<file path="config.mk">
export PLATFORM = sky130hd
export DESIGN_NAME = burst_col_seq
export DESIGN_NICKNAME = d
export VERILOG_FILES = /design/src/rtl/bcs_pkg.sv /design/src/rtl/bcs_mode_reg.sv /design/src/rtl/bcs_order.sv /design/src/rtl/burst_col_seq.sv
export SDC_FILE = /design/constraint.sdc
export NUM_CORES = 1
export LEC_CHECK = 0
export ABC_AREA = 1
export BUFFER_PORTS_ARGS = -buffer_cell sky130_fd_sc_hd__clkbuf_2
export CORE_MARGIN = 1
export CORE_UTILIZATION = 45
export DETAILED_ROUTE_END_ITERATION = 16
export MAX_ROUTING_LAYER = met4
export PLACE_DENSITY = 0.85
export SKIP_LAST_GASP = 1
export SYNTH_ARGS = -nofsm -noshare
export SYNTH_HDL_FRONTEND = slang
export SYNTH_HIERARCHICAL = 1
export SYNTH_SLANG_ARGS = --single-unit
</file>
<file path="constraint.sdc">
create_clock -name clk -period 3.8 [get_ports clk]
set_clock_uncertainty 0.15 [all_clocks]
set_input_delay 0.19 -clock clk [delete_from_list [all_inputs] [get_ports clk]]
set_output_delay 0.19 -clock clk [all_outputs]
set_load 0.005 [all_outputs]
</file>
<file path="src/rtl/bcs_pkg.sv">
package bcs_pkg;

    // log2 of burst length: 1 -> 2 beats, 2 -> 4 beats, 3 -> 8 beats
    typedef struct packed {
        logic [1:0] lg;
        logic       ilv;
    } bmode_t;

    localparam int MAX_LG   = 3;
    localparam int BEAT_W   = MAX_LG;
    localparam int OP_LO    = 7;
    localparam int DLL_POS  = 1;   // bit 8 counted from OP_LO
    localparam bmode_t MODE_RST = '{lg: 2'd3, ilv: 1'b0};

    function automatic logic [BEAT_W-1:0] len_mask(input logic [1:0] lg);
        logic [BEAT_W:0] len;
        len = (BEAT_W+1)'(1) << lg;
        return BEAT_W'(len - (BEAT_W+1)'(1));
    endfunction

endpackage

</file>
<file path="src/rtl/bcs_mode_reg.sv">
module bcs_mode_reg
    import bcs_pkg::*;
#(
    parameter int MODE_W = 13
) (
    input  logic              clk,
    input  logic              rst_n,
    input  logic              load,
    input  logic [MODE_W-1:0] word,
    output bmode_t            mode,
    output logic              bad,
    output logic              dll
);
    localparam int OP_W = MODE_W - OP_LO;
    localparam logic [OP_W-1:0] DLL_PAT = OP_W'(1) << DLL_POS;

    typedef struct packed {
        bmode_t mode;
        logic   bad;
        logic   dll;
    } mstate_t;

    mstate_t st_d, st_q;

    logic [OP_W-1:0] op;
    logic            op_normal, op_dll, len_ok;
    logic [2:0]      unused_cl;

    assign op        = word[MODE_W-1:OP_LO];
    assign op_normal = (op == '0);
    assign op_dll    = (op == DLL_PAT);
    assign len_ok    = !word[2] && (word[1:0] != 2'b00);
    assign unused_cl = word[6:4];

    always_comb begin
        st_d     = st_q;
        st_d.bad = 1'b0;
        st_d.dll = 1'b0;
        if (load) begin
            if ((op_normal || op_dll) && len_ok) begin
                st_d.mode.lg  = word[1:0];
                st_d.mode.ilv = word[3];
                st_d.dll      = op_dll;
            end else begin
                st_d.bad = 1'b1;
            end
        end
    end

    always_ff @(posedge clk) begin
        if (!rst_n) begin
            st_q.mode <= MODE_RST;
            st_q.bad  <= 1'b0;
            st_q.dll  <= 1'b0;
        end else begin
            st_q <= st_d;
        end
    end

    assign mode = st_q.mode;
    assign bad  = st_q.bad;
    assign dll  = st_q.dll;
endmodule

</file>
<file path="src/rtl/bcs_order.sv">
module bcs_order
    import bcs_pkg::*;
#(
    parameter int COL_W = 12
) (
    input  logic [COL_W-1:0]  start,
    input  bmode_t            mode,
    input  logic [BEAT_W-1:0] beat,
    output logic [COL_W-1:0]  col
);
    logic [BEAT_W-1:0] mask, off, low_seq, low_ilv, low;

    assign mask    = len_mask(mode.lg);
    assign off     = start[BEAT_W-1:0] & mask;
    assign low_seq = (off + beat) & mask;
    assign low_ilv = (off ^ beat) & mask;
    assign low     = mode.ilv ? low_ilv : low_seq;
    assign col     = {start[COL_W-1:BEAT_W], (start[BEAT_W-1:0] & ~mask) | low};
endmodule

</file>
<file path="src/rtl/burst_col_seq.sv">
module burst_col_seq
    import bcs_pkg::*;
#(
    parameter int COL_W  = 12,
    parameter int MODE_W = 13
) (
    input  logic              clk,
    input  logic              rst_n,
    input  logic              mode_load,
    input  logic [MODE_W-1:0] mode_word,
    input  logic              cmd_valid,
    input  logic [COL_W-1:0]  cmd_col,
    output logic [COL_W-1:0]  beat_col,
    output logic              beat_valid,
    output logic              beat_last,
    output logic              mode_bad,
    output logic              dll_reset
);
    typedef struct packed {
        logic              active;
        logic [BEAT_W-1:0] beat;
        bmode_t            mode;
        logic [COL_W-1:0]  start;
    } sstate_t;

    sstate_t s_d, s_q;
    bmode_t  cur_mode;
    logic    at_end;

    bcs_mode_reg #(.MODE_W(MODE_W)) u_mode (
        .clk   (clk),
        .rst_n (rst_n),
        .load  (mode_load),
        .word  (mode_word),
        .mode  (cur_mode),
        .bad   (mode_bad),
        .dll   (dll_reset)
    );

    bcs_order #(.COL_W(COL_W)) u_order (
        .start (s_q.start),
        .mode  (s_q.mode),
        .beat  (s_q.beat),
        .col   (beat_col)
    );

    assign at_end = s_q.active && (s_q.beat == len_mask(s_q.mode.lg));

    always_comb begin
        s_d = s_q;
        if (cmd_valid) begin
            s_d.active = 1'b1;
            s_d.beat   = '0;
            s_d.mode   = cur_mode;
            s_d.start  = cmd_col;
        end else if (at_end) begin
            s_d.active = 1'b0;
        end else if (s_q.active) begin
            s_d.beat = s_q.beat + BEAT_W'(1);
        end
    end

    always_ff @(posedge clk) begin
        if (!rst_n) begin
            s_q.active <= 1'b0;
            s_q.beat   <= '0;
            s_q.mode   <= MODE_RST;
            s_q.start  <= '0;
        end else begin
            s_q <= s_d;
        end
    end

    assign beat_valid = s_q.active;
    assign beat_last  = at_end;
endmodule

</file>
## Word-level counts from Yosys, hierarchy flattened

Index checks and enable logic that the tools add are counted.

- Bits in registers: 24
- Bits in latches: 0
- RAM bits: 0
- ROM bits: 0
- Input port bits: 29
- Output and inout bits: 16
- Word-level logic and storage cells: 43
- Memories kept: 0

- Add/sub/neg operators: 3
- Multiply operators: 0
- Div/mod/pow operators: 0
- $lt $le $gt $ge: 0
- Eq/ne operators: 2
- Shift operators: 1
- Muxes and demuxes: 6
- Bitwise logic cells: 9
- Reductions and logical operators: 13

Operators with widths:

| operator | count |
|---|---|
| $and A3 B3 Y3 | 4 |
| $mux W3 | 3 |
| $eq A6 B2 Y1 const B | 1 |
| $logic_not A6 Y1 | 1 |
| $reduce_and A2 Y1 | 3 |
| $mux W4 | 1 |
| $reduce_bool A2 Y1 | 2 |
| $add A3 B1 Y3 const B | 1 |
| $add A3 B3 Y3 | 1 |
| $eq A3 B3 Y1 | 1 |
| $logic_and A1 B1 Y1 | 3 |
| $not A3 Y3 | 1 |
| $or A3 B3 Y3 | 1 |
| $reduce_and A3 Y1 | 1 |
| $shl A1 B2 Y3 const A | 1 |
| $sub A3 B1 Y3 const B | 1 |
| $xor A3 B3 Y3 | 1 |
| $mux W1 | 2 |
| $not A1 Y1 | 2 |
| $reduce_or A2 Y1 | 1 |
| $logic_not A1 Y1 | 1 |
| $logic_or A1 B1 Y1 | 1 |

## Depth between registers and ports, before layout

Gate-level depths: netlist of run 1.

- Word-level depth: 7
- Gate-level depth with buffers: 9
- Depth with buffers taken out: 9

## Cells and area by module

The synthesis of run 1 kept the hierarchy.

By module, submodules not included:

| module | times used | cells each | area an instance (um^2) | sequential area each (um^2) |
|---|---|---|---|---|
| burst_col_seq | 1 | 105 | 764.5 | 380.4 |
| bcs_mode_reg | 1 | 30 | 216.5 | 100.1 |
| bcs_order | 1 | 35 | 207.7 | 0.0 |

## Worst setup path after synthesis of run 1

OpenSTA, ideal clock, no wires.

- Path kind: register to output
- Start: register, netlist name s_q[14]
- End: output beat_col[1]
- Arrival: 1.428 ns
- Data required time: 3.460 ns
- Setup slack: 2.032 ns
- Cell stages (with the launch flop): 7
- Buffers on the path: 0
- Cell sequence: dfxtp_1 > nor2_1 > nor2_1 > ha_1 > fa_1 > nand2_1 > a31oi_1

- Cells in the longest elaborated chain, start to end: 7
- Elaborated cells between the ends (all ways): 11
- Classes of those cells: add/sub: 2; shift: 1; mux: 1; bitwise: 7

RTL lines:

| what | line | text |
|---|---|---|
| $shl A1 B2 Y3 (*) | bcs_pkg.sv:17 | `len = (BEAT_W+1)'(1) << lg;` |
| $sub A3 B1 Y3 (*) | bcs_pkg.sv:18 | `return BEAT_W'(len - (BEAT_W+1)'(1));` |
| $and A3 B3 Y3 | bcs_order.sv:14 | `assign off = start[BEAT_W-1:0] & mask;` |
| $add A3 B3 Y3 / $xor A3 B3 Y3 (equally long branches) | bcs_order.sv:15, bcs_order.sv:16 |  |
| $and A3 B3 Y3, on equally long branches | bcs_order.sv:15, bcs_order.sv:16 |  |
| $mux W3 | bcs_order.sv:17 | `assign low = mode.ilv ? low_ilv : low_seq;` |
| $or A3 B3 Y3 (*) | bcs_order.sv:18 | `assign col = {start[COL_W-1:BEAT_W], (start[BEAT_W-1:0] & ~mask) \| low};` |
| end, declared | burst_col_seq.sv:13 | `output logic [COL_W-1:0] beat_col,` |

Mark *: on every way between the ends. The rest lies on a longest branch, timed or not.

## Final worst setup path of run 1

- Start: register, netlist name s_q[14]
- End: output beat_col[2]

- Cells in the longest elaborated chain, start to end: 7
- Elaborated cells between the ends (all ways): 11
- Classes of those cells: add/sub: 2; shift: 1; mux: 1; bitwise: 7

RTL lines:

| what | line |
|---|---|
| $shl A1 B2 Y3 (*) | bcs_pkg.sv:17 |
| $sub A3 B1 Y3 (*) | bcs_pkg.sv:18 |
| $and A3 B3 Y3 | bcs_order.sv:14 |
| $add A3 B3 Y3 / $xor A3 B3 Y3 (equally long branches) | bcs_order.sv:15, bcs_order.sv:16 |
| $and A3 B3 Y3, on equally long branches | bcs_order.sv:15, bcs_order.sv:16 |
| $mux W3 | bcs_order.sv:17 |
| $or A3 B3 Y3 (*) | bcs_order.sv:18 |

Marked as above.

==> metrics.cfg, run 1 <==
[floorplanning]
dieArea_um2=2850
initial_core_util_pct=48.0
die_w_um=53.4
coreArea_um2=2480
die_y_um=53.4
num_rows=18
ioPinCount=45

[critical_path]
cp_max_fo=11
critPathMaxStageDelay_ns=0.42
cp_data_required_time_ns=3.46
worstSetupStartpointType=flip-flop
crit_path_end_kind=output port
arrival_ns=2.02
worstPathCellList=nor2_1 > nor2_1 > ha_1 > fa_1 > nand2_1 > nand2_1 > nand3_1 > nand2_1 > nand2_1 > clkbuf_2
worst_path_most_repeated_cell=nand2_1
path_class=flip-flop to output port
slowest_stage=dfxtp_1

[power]
power.total_uw=541
p_leak_nw=0.790
pwr_density_cell_nw_per_um2=347
ir_drop_uv=273

[layout]
num_antenna_cells=0
nFillCells=229
final_nets=252
fin_area_um2=1560
area_delta_synth_final_pct=31.1
drive_gt1_share_pct=22.9
finalNonFillerCells=248

[routing]
dr.pass1.iters=4
drtAntennaViolNets=0
drc=0
vias=1156
wire_per_inst_um=9.85
first_iter_violations=18
routed_wl_um=2440
routed_via_density=4.66

[cts]
cts_tree=built
clock-sinks=24
clk_latency_ns=0.31
htreeDepth=1
cts.repair.resized=0
cts_root_buf=clkbuf_4
clkTransAtPathRegs_ns=0.13
cts_buffers=3
clk_path_buf_depth=2

[global_route]
top_usage_layer=met2
antenna_found_initial=0
grt_pass1_wl_um=3820
met2_usage_pct=31.9
grt_pass1_vias=946
grt_max_degree=20
grtUsageTotal_pct=19.4
grt_overflow_total=0
use_met3_pct=3.45
use_met1_pct=22.5

[job]
cap_viol_max_count=0

[timing]
clock.fmax_mhz=423
tightest_slew_ns=0.356
slew-limit-headroom_pct=76.3
setup_violations=0
finalCritPeriodShare_pct=62.1
period_minus_slack_ns=2.36
rsz0062_at_grt=no
finalHoldViolCount=0
maxSlewViolCount=0
tns_ns=0

[synth]
synth_ff_type=dfxtp_1
synth_edf_count=0
synth.yosys.seq_area_share_pct=40.4
synth_most_common_cell=nor2_1
syn_inst=170
synthArstFlopShare_pct=0
syn-mean-instance-area_um2=6.99
synth_area_um2=1190
synthTopCellsByCount=nor2_1 (40), nand2_1 (30), dfxtp_1 (24), inv_1 (15), o21ai_1 (13)
synth_seq_cells=24
syn-num-nets=203
yosys.area.top_type=dfxtp_1
synth.top_cell.area_share_pct=40.4
synth_area_leaders=dfxtp_1 (40%), nor2_1 (13%), nand2_1 (9.5%), buf_4 (5.7%), o21ai_1 (5.5%)
yosysWarnings=6
synth_cell_types=22

[place]
numPlacedInstances=228
post_dp_cell_area_um2=1350
dp_hpwl_um=1580
place_congestion=0.774
port_buffers=41

[status]
status=finished, final reports clean

[worst_hold_path]
hold_class=input pin to flip-flop

cell families (layout without fill, tap and decap cells):
kind of cell | after synthesis | in the layout | synth area share (%)
AO/OA/AOI/OAI | 23 | 23 | 9.79
adder cells (fa/ha/maj) | 4 | 4 | 4.84
buffers and inverters | 31 | 79 | 12.9
flip-flops | 24 | 24 | 40.4
AND/OR/NAND/NOR | 88 | 88 | 32.0
sequential cells by signal, summed over array words and instances, names as in the netlist:
name	cells
u_mode/dll	1
beat_valid	1
u_mode/bad	1
s_q	18
u_mode/mode	3
worst max-delay path, delay by kind of cell, from the launching register on:
family                     cells  cell delay, ns
DFF                            1            0.42
adders and majority gates      2            0.60
and+or+nand+nor                7            0.59
buffers and inverters          1            0.10
cells in the final DEF, fill, tap and decap left out, drive strengths merged, types with 2 or more instances in the layout:
cell type and instances:
nor2 42, clkbuf 44, dfxtp 24, nand4 2, inv 16, o21ai 15, nand2 31, ha 3
clkinv 2, a21oi 7, nand3 12, dlygate4sd3 16
where the power goes:
part	switching, mW	internal, mW
sequential	0.0110	0.265
combinational	0.0413	0.0435
clock	0.0743	0.107
total	0.127	0.415
path summary, 6_finish.rpt:
| kind | start | endpoint | slack, ns | cells past startpoint |
|---|---|---|---|---|
| max | s_q[14] | beat_col[2] | 1.44 | 10 |
| max reg2reg | s_q[14] | s_q[15] | 2.45 | 5 |
| min | mode_word[11] | u_mode/dll | 0.03 | 4 |
| min reg2reg | u_mode/mode[2] | u_mode/mode[2] | 0.34 | 2 |
layout make-up:
type                       instances  area (um^2)  share of cell area (%)
clock buffer                       3         22.5                    1.45
inverter                          18         67.6                    4.34
timing repair buffer              57          365                    23.5
multi-input combinational        115          554                    35.6
tap                               30         37.5                    2.41
sequential                        24          480                    30.8
clock inverter                     1         30.0                    1.93
per-layer routing:
metal	vias up	share of wire (%)
li1	623	-
met1	502	46
met2	27	48
met3	4	3.9
met4	0	1.8
met5	-	0
stage by stage:
step	utilization [%]	setup slack, ns	hold WS [ns]
3_5_place_dp	54.3	1.79	0.267
3_3_place_gp	54.3	1.88	0.264
2_1_floorplan	-	2.03	0.125
6_report	62.9	1.44	0.0281
5_1_grt	62.9	1.28	0.0251
4_1_cts	62.5	1.43	0.000682
what timing repair did:
action,CTS,global route
hold buffers,15,1
buffers inserted,0,0
hold endpoints to repair,14,1
Note: power is estimated with default switching activity, not from simulation.
==> run 2: changes to the inputs <==
- clock period: 3.8 -> 2.47 ns (I/O delays scaled with it)
==> run 2 against run 1 <==
  * Cell area is 2.2% higher
  * Global-route usage is 0.39 points higher
  * Combinational power is 58% higher
  * Register-to-register slack worse by 1.3 ns
  * Core utilization is 1.4 points higher
  * Cell count is 2.0% higher
  * Clock power is 9% higher
  * Via count is 6.0% higher
  * Worst setup slack worse by 1.2 ns
  * Wire length is 5.6% higher
  * Sequential share of layout area is 0.65 points lower
  * Die area stayed put
  * Critical endpoint unchanged
  * Highest routed layer unchanged
==> metrics.cfg, run 2 (synthesis gave the netlist of run 1 again) <==
[status]
status=finished, final reports clean

[worst_hold_path]
min_from=mode_word[11]
hold_end=u_mode/bad
hold_class=input pin to flip-flop
hold_depth=5  ; +1

[cts]
clock-sinks=24  ; unchanged
cts_buffers=3  ; unchanged
hold_buffers=21  ; +6
cts.repair.resized=0  ; unchanged
cts_root_buf=clkbuf_4
htreeDepth=1  ; unchanged
cts_tree=built
clkTransAtPathRegs_ns=0.12  ; about the same
clk_latency_ns=0.30  ; about the same
clk_path_buf_depth=2  ; unchanged
post_cts_buffers=0  ; unchanged

[routing]
routed_wl_um=2580  ; +5.6%
drc=0  ; unchanged
routed_via_density=4.84  ; +3.9%
first_iter_violations=19  ; +1
drtAntennaViolNets=0  ; unchanged
wire_per_inst_um=10.2  ; +3.5%
dr.pass1.iters=4  ; unchanged
vias=1225  ; +6.0%

[critical_path]
arrival_ns=2.00  ; -0.02 ns
r2r_end=s_q[17]
path_delay_family=adder cells
timing.rr.start=s_q[14]
critPathBufInv=1  ; unchanged
slowest_stage=dfxtp_1
path_class=flip-flop to output port
worstRegToRegCells=5  ; unchanged
regToRegSetupSlack_ns=1.11  ; -1.34 ns
critPathMaxStageDelay_ns=0.42  ; about the same
crit_start=s_q[14]
worstPathCellList=nor2_1 > nor2_1 > ha_1 > fa_1 > nand2_1 > nand2_1 > nand3_1 > nand2_1 > nand2_1 > clkbuf_2
cp_data_required_time_ns=2.20  ; -1.26 ns
worstSetupStartpointType=flip-flop
worst_path_most_repeated_cell=nand2_1
cp_max_fo=11  ; unchanged
crit_path_end_kind=output port

[floorplanning]
die_w_um=53.4  ; unchanged
dieArea_um2=2850  ; unchanged
num_rows=18  ; unchanged
coreArea_um2=2480  ; unchanged
initial_core_util_pct=48.0  ; unchanged
die_y_um=53.4  ; unchanged
ioPinCount=45  ; unchanged

[place]
port_buffers=41  ; unchanged
dp_hpwl_um=1590  ; +0.51%
place_congestion=0.819  ; +5.8%
pre_cts_slack_ns=0.550  ; -1.24 ns

[layout]
final_nets=257  ; +2.0%
most-common-layout-cells=clkbuf_2 (41), nor2_1 (40), nand2_1 (30), dfxtp_1 (24), dlygate4sd3_1 (21)
largest_register_ff_count=18  ; unchanged
num_antenna_cells=0  ; unchanged
regArea_um2=480  ; unchanged
multiInputGateArea_um2=554  ; unchanged
drive_gt1_share_pct=22.4  ; -0.51 points
nFillCells=220  ; -3.9%
area_delta_synth_final_pct=33.9
regMostFlops=s_q
final_common_cell=clkbuf_2
reg.largest.list=s_q x18, u_mode/mode x3

[timing]
tightest_slew_ns=0.357  ; +0.00121 ns
finalHoldViolCount=0  ; unchanged
finalCritPeriodShare_pct=92.1
clock.fmax_mhz=440
tns_ns=0  ; unchanged
setup_violations=0  ; unchanged
maxSlewViolCount=0  ; unchanged
rsz0062_at_grt=no
fin_ws_ns=0.196  ; -1.24 ns
period_minus_slack_ns=2.27
slew-limit-headroom_pct=76.2  ; -0.080 points

[global_route]
grt_overflow_total=0  ; unchanged
grtUsageTotal_pct=19.8  ; +0.39 points
grt_pass1_wl_um=3960  ; +3.8%
antenna_found_initial=0  ; unchanged
grt_pass1_vias=1011  ; +6.9%
grt_max_degree=20  ; unchanged

[power]
ir_drop_uv=418  ; +53%
p_leak_nw=0.801  ; +1.4%
pwr_density_cell_nw_per_um2=475  ; +37%

[job]
cap_viol_max_count=0  ; unchanged

-- run 2: per-stage QoR --
| step | total power, mW | instance area [um^2] | hold WS, ns | utilization, % | std cells |
|---|---|---|---|---|---|
| after floorplan | 0.506 | 1190 | 0.0581 | - | 170 |
| after global placement | 0.539 | 1350 | 0.198 | 54.3 | 228 |
| after detailed placement | 0.543 | 1350 | 0.203 | 54.3 | 228 |
| after CTS | 0.760 | 1590 | 0.0262 | 64.2 | 253 |
| after global routing | 0.805 | 1590 | 0.0535 | 64.2 | 253 |
| final | 0.757 | 1590 | 0.0652 | 64.2 | 253 |
-- run 2: metal layers --
layer  wire, um  share of wire, %  global-route usage [%]  up-vias
met4         35               1.4                    9.65        0
met2       1300                50                    33.5       31
met3         79               3.1                    3.45        4
li1           -                 -                       -      634
met1       1170                45                    22.2      556
met5          0                 0                       -        -
-- run 2: power by group --
part,switching [mW],internal [mW]
registers,0.0171,0.407
clock network,0.109,0.0899
logic,0.0653,0.0689
total,0.191,0.566
-- run 2: area by class of cell --
cell class                      count  share of cell area (%)
Tap cell                           30                    2.36
Multi-Input combinational cell    115                    34.8
Sequential cell                    24                    30.2
Inverter                           18                    4.25
Clock buffer                        4                    2.28
Timing Repair Buffer               62                    26.1
-- run 2: worst reg2reg max path: cells and delay by family, from the launching register on --
family	cells	cell delay, ns
DFF	1	0.53
AOI/OAI and AO/OA	1	0.17
and+or+nand+nor	4	0.43
-- run 2: worst max-delay path by stage --
| stage | endpoint | slack (ns) | cells past startpoint |
|---|---|---|---|
| after floorplan | beat_col[1] | 0.77 | 6 |
| after detailed placement | beat_col[2] | 0.55 | 10 |
| final | beat_col[2] | 0.20 | 10 |
| after CTS | beat_col[2] | 0.20 | 10 |
| after global placement | beat_col[2] | 0.62 | 10 |
| after global routing | beat_col[2] | 0.02 | 10 |
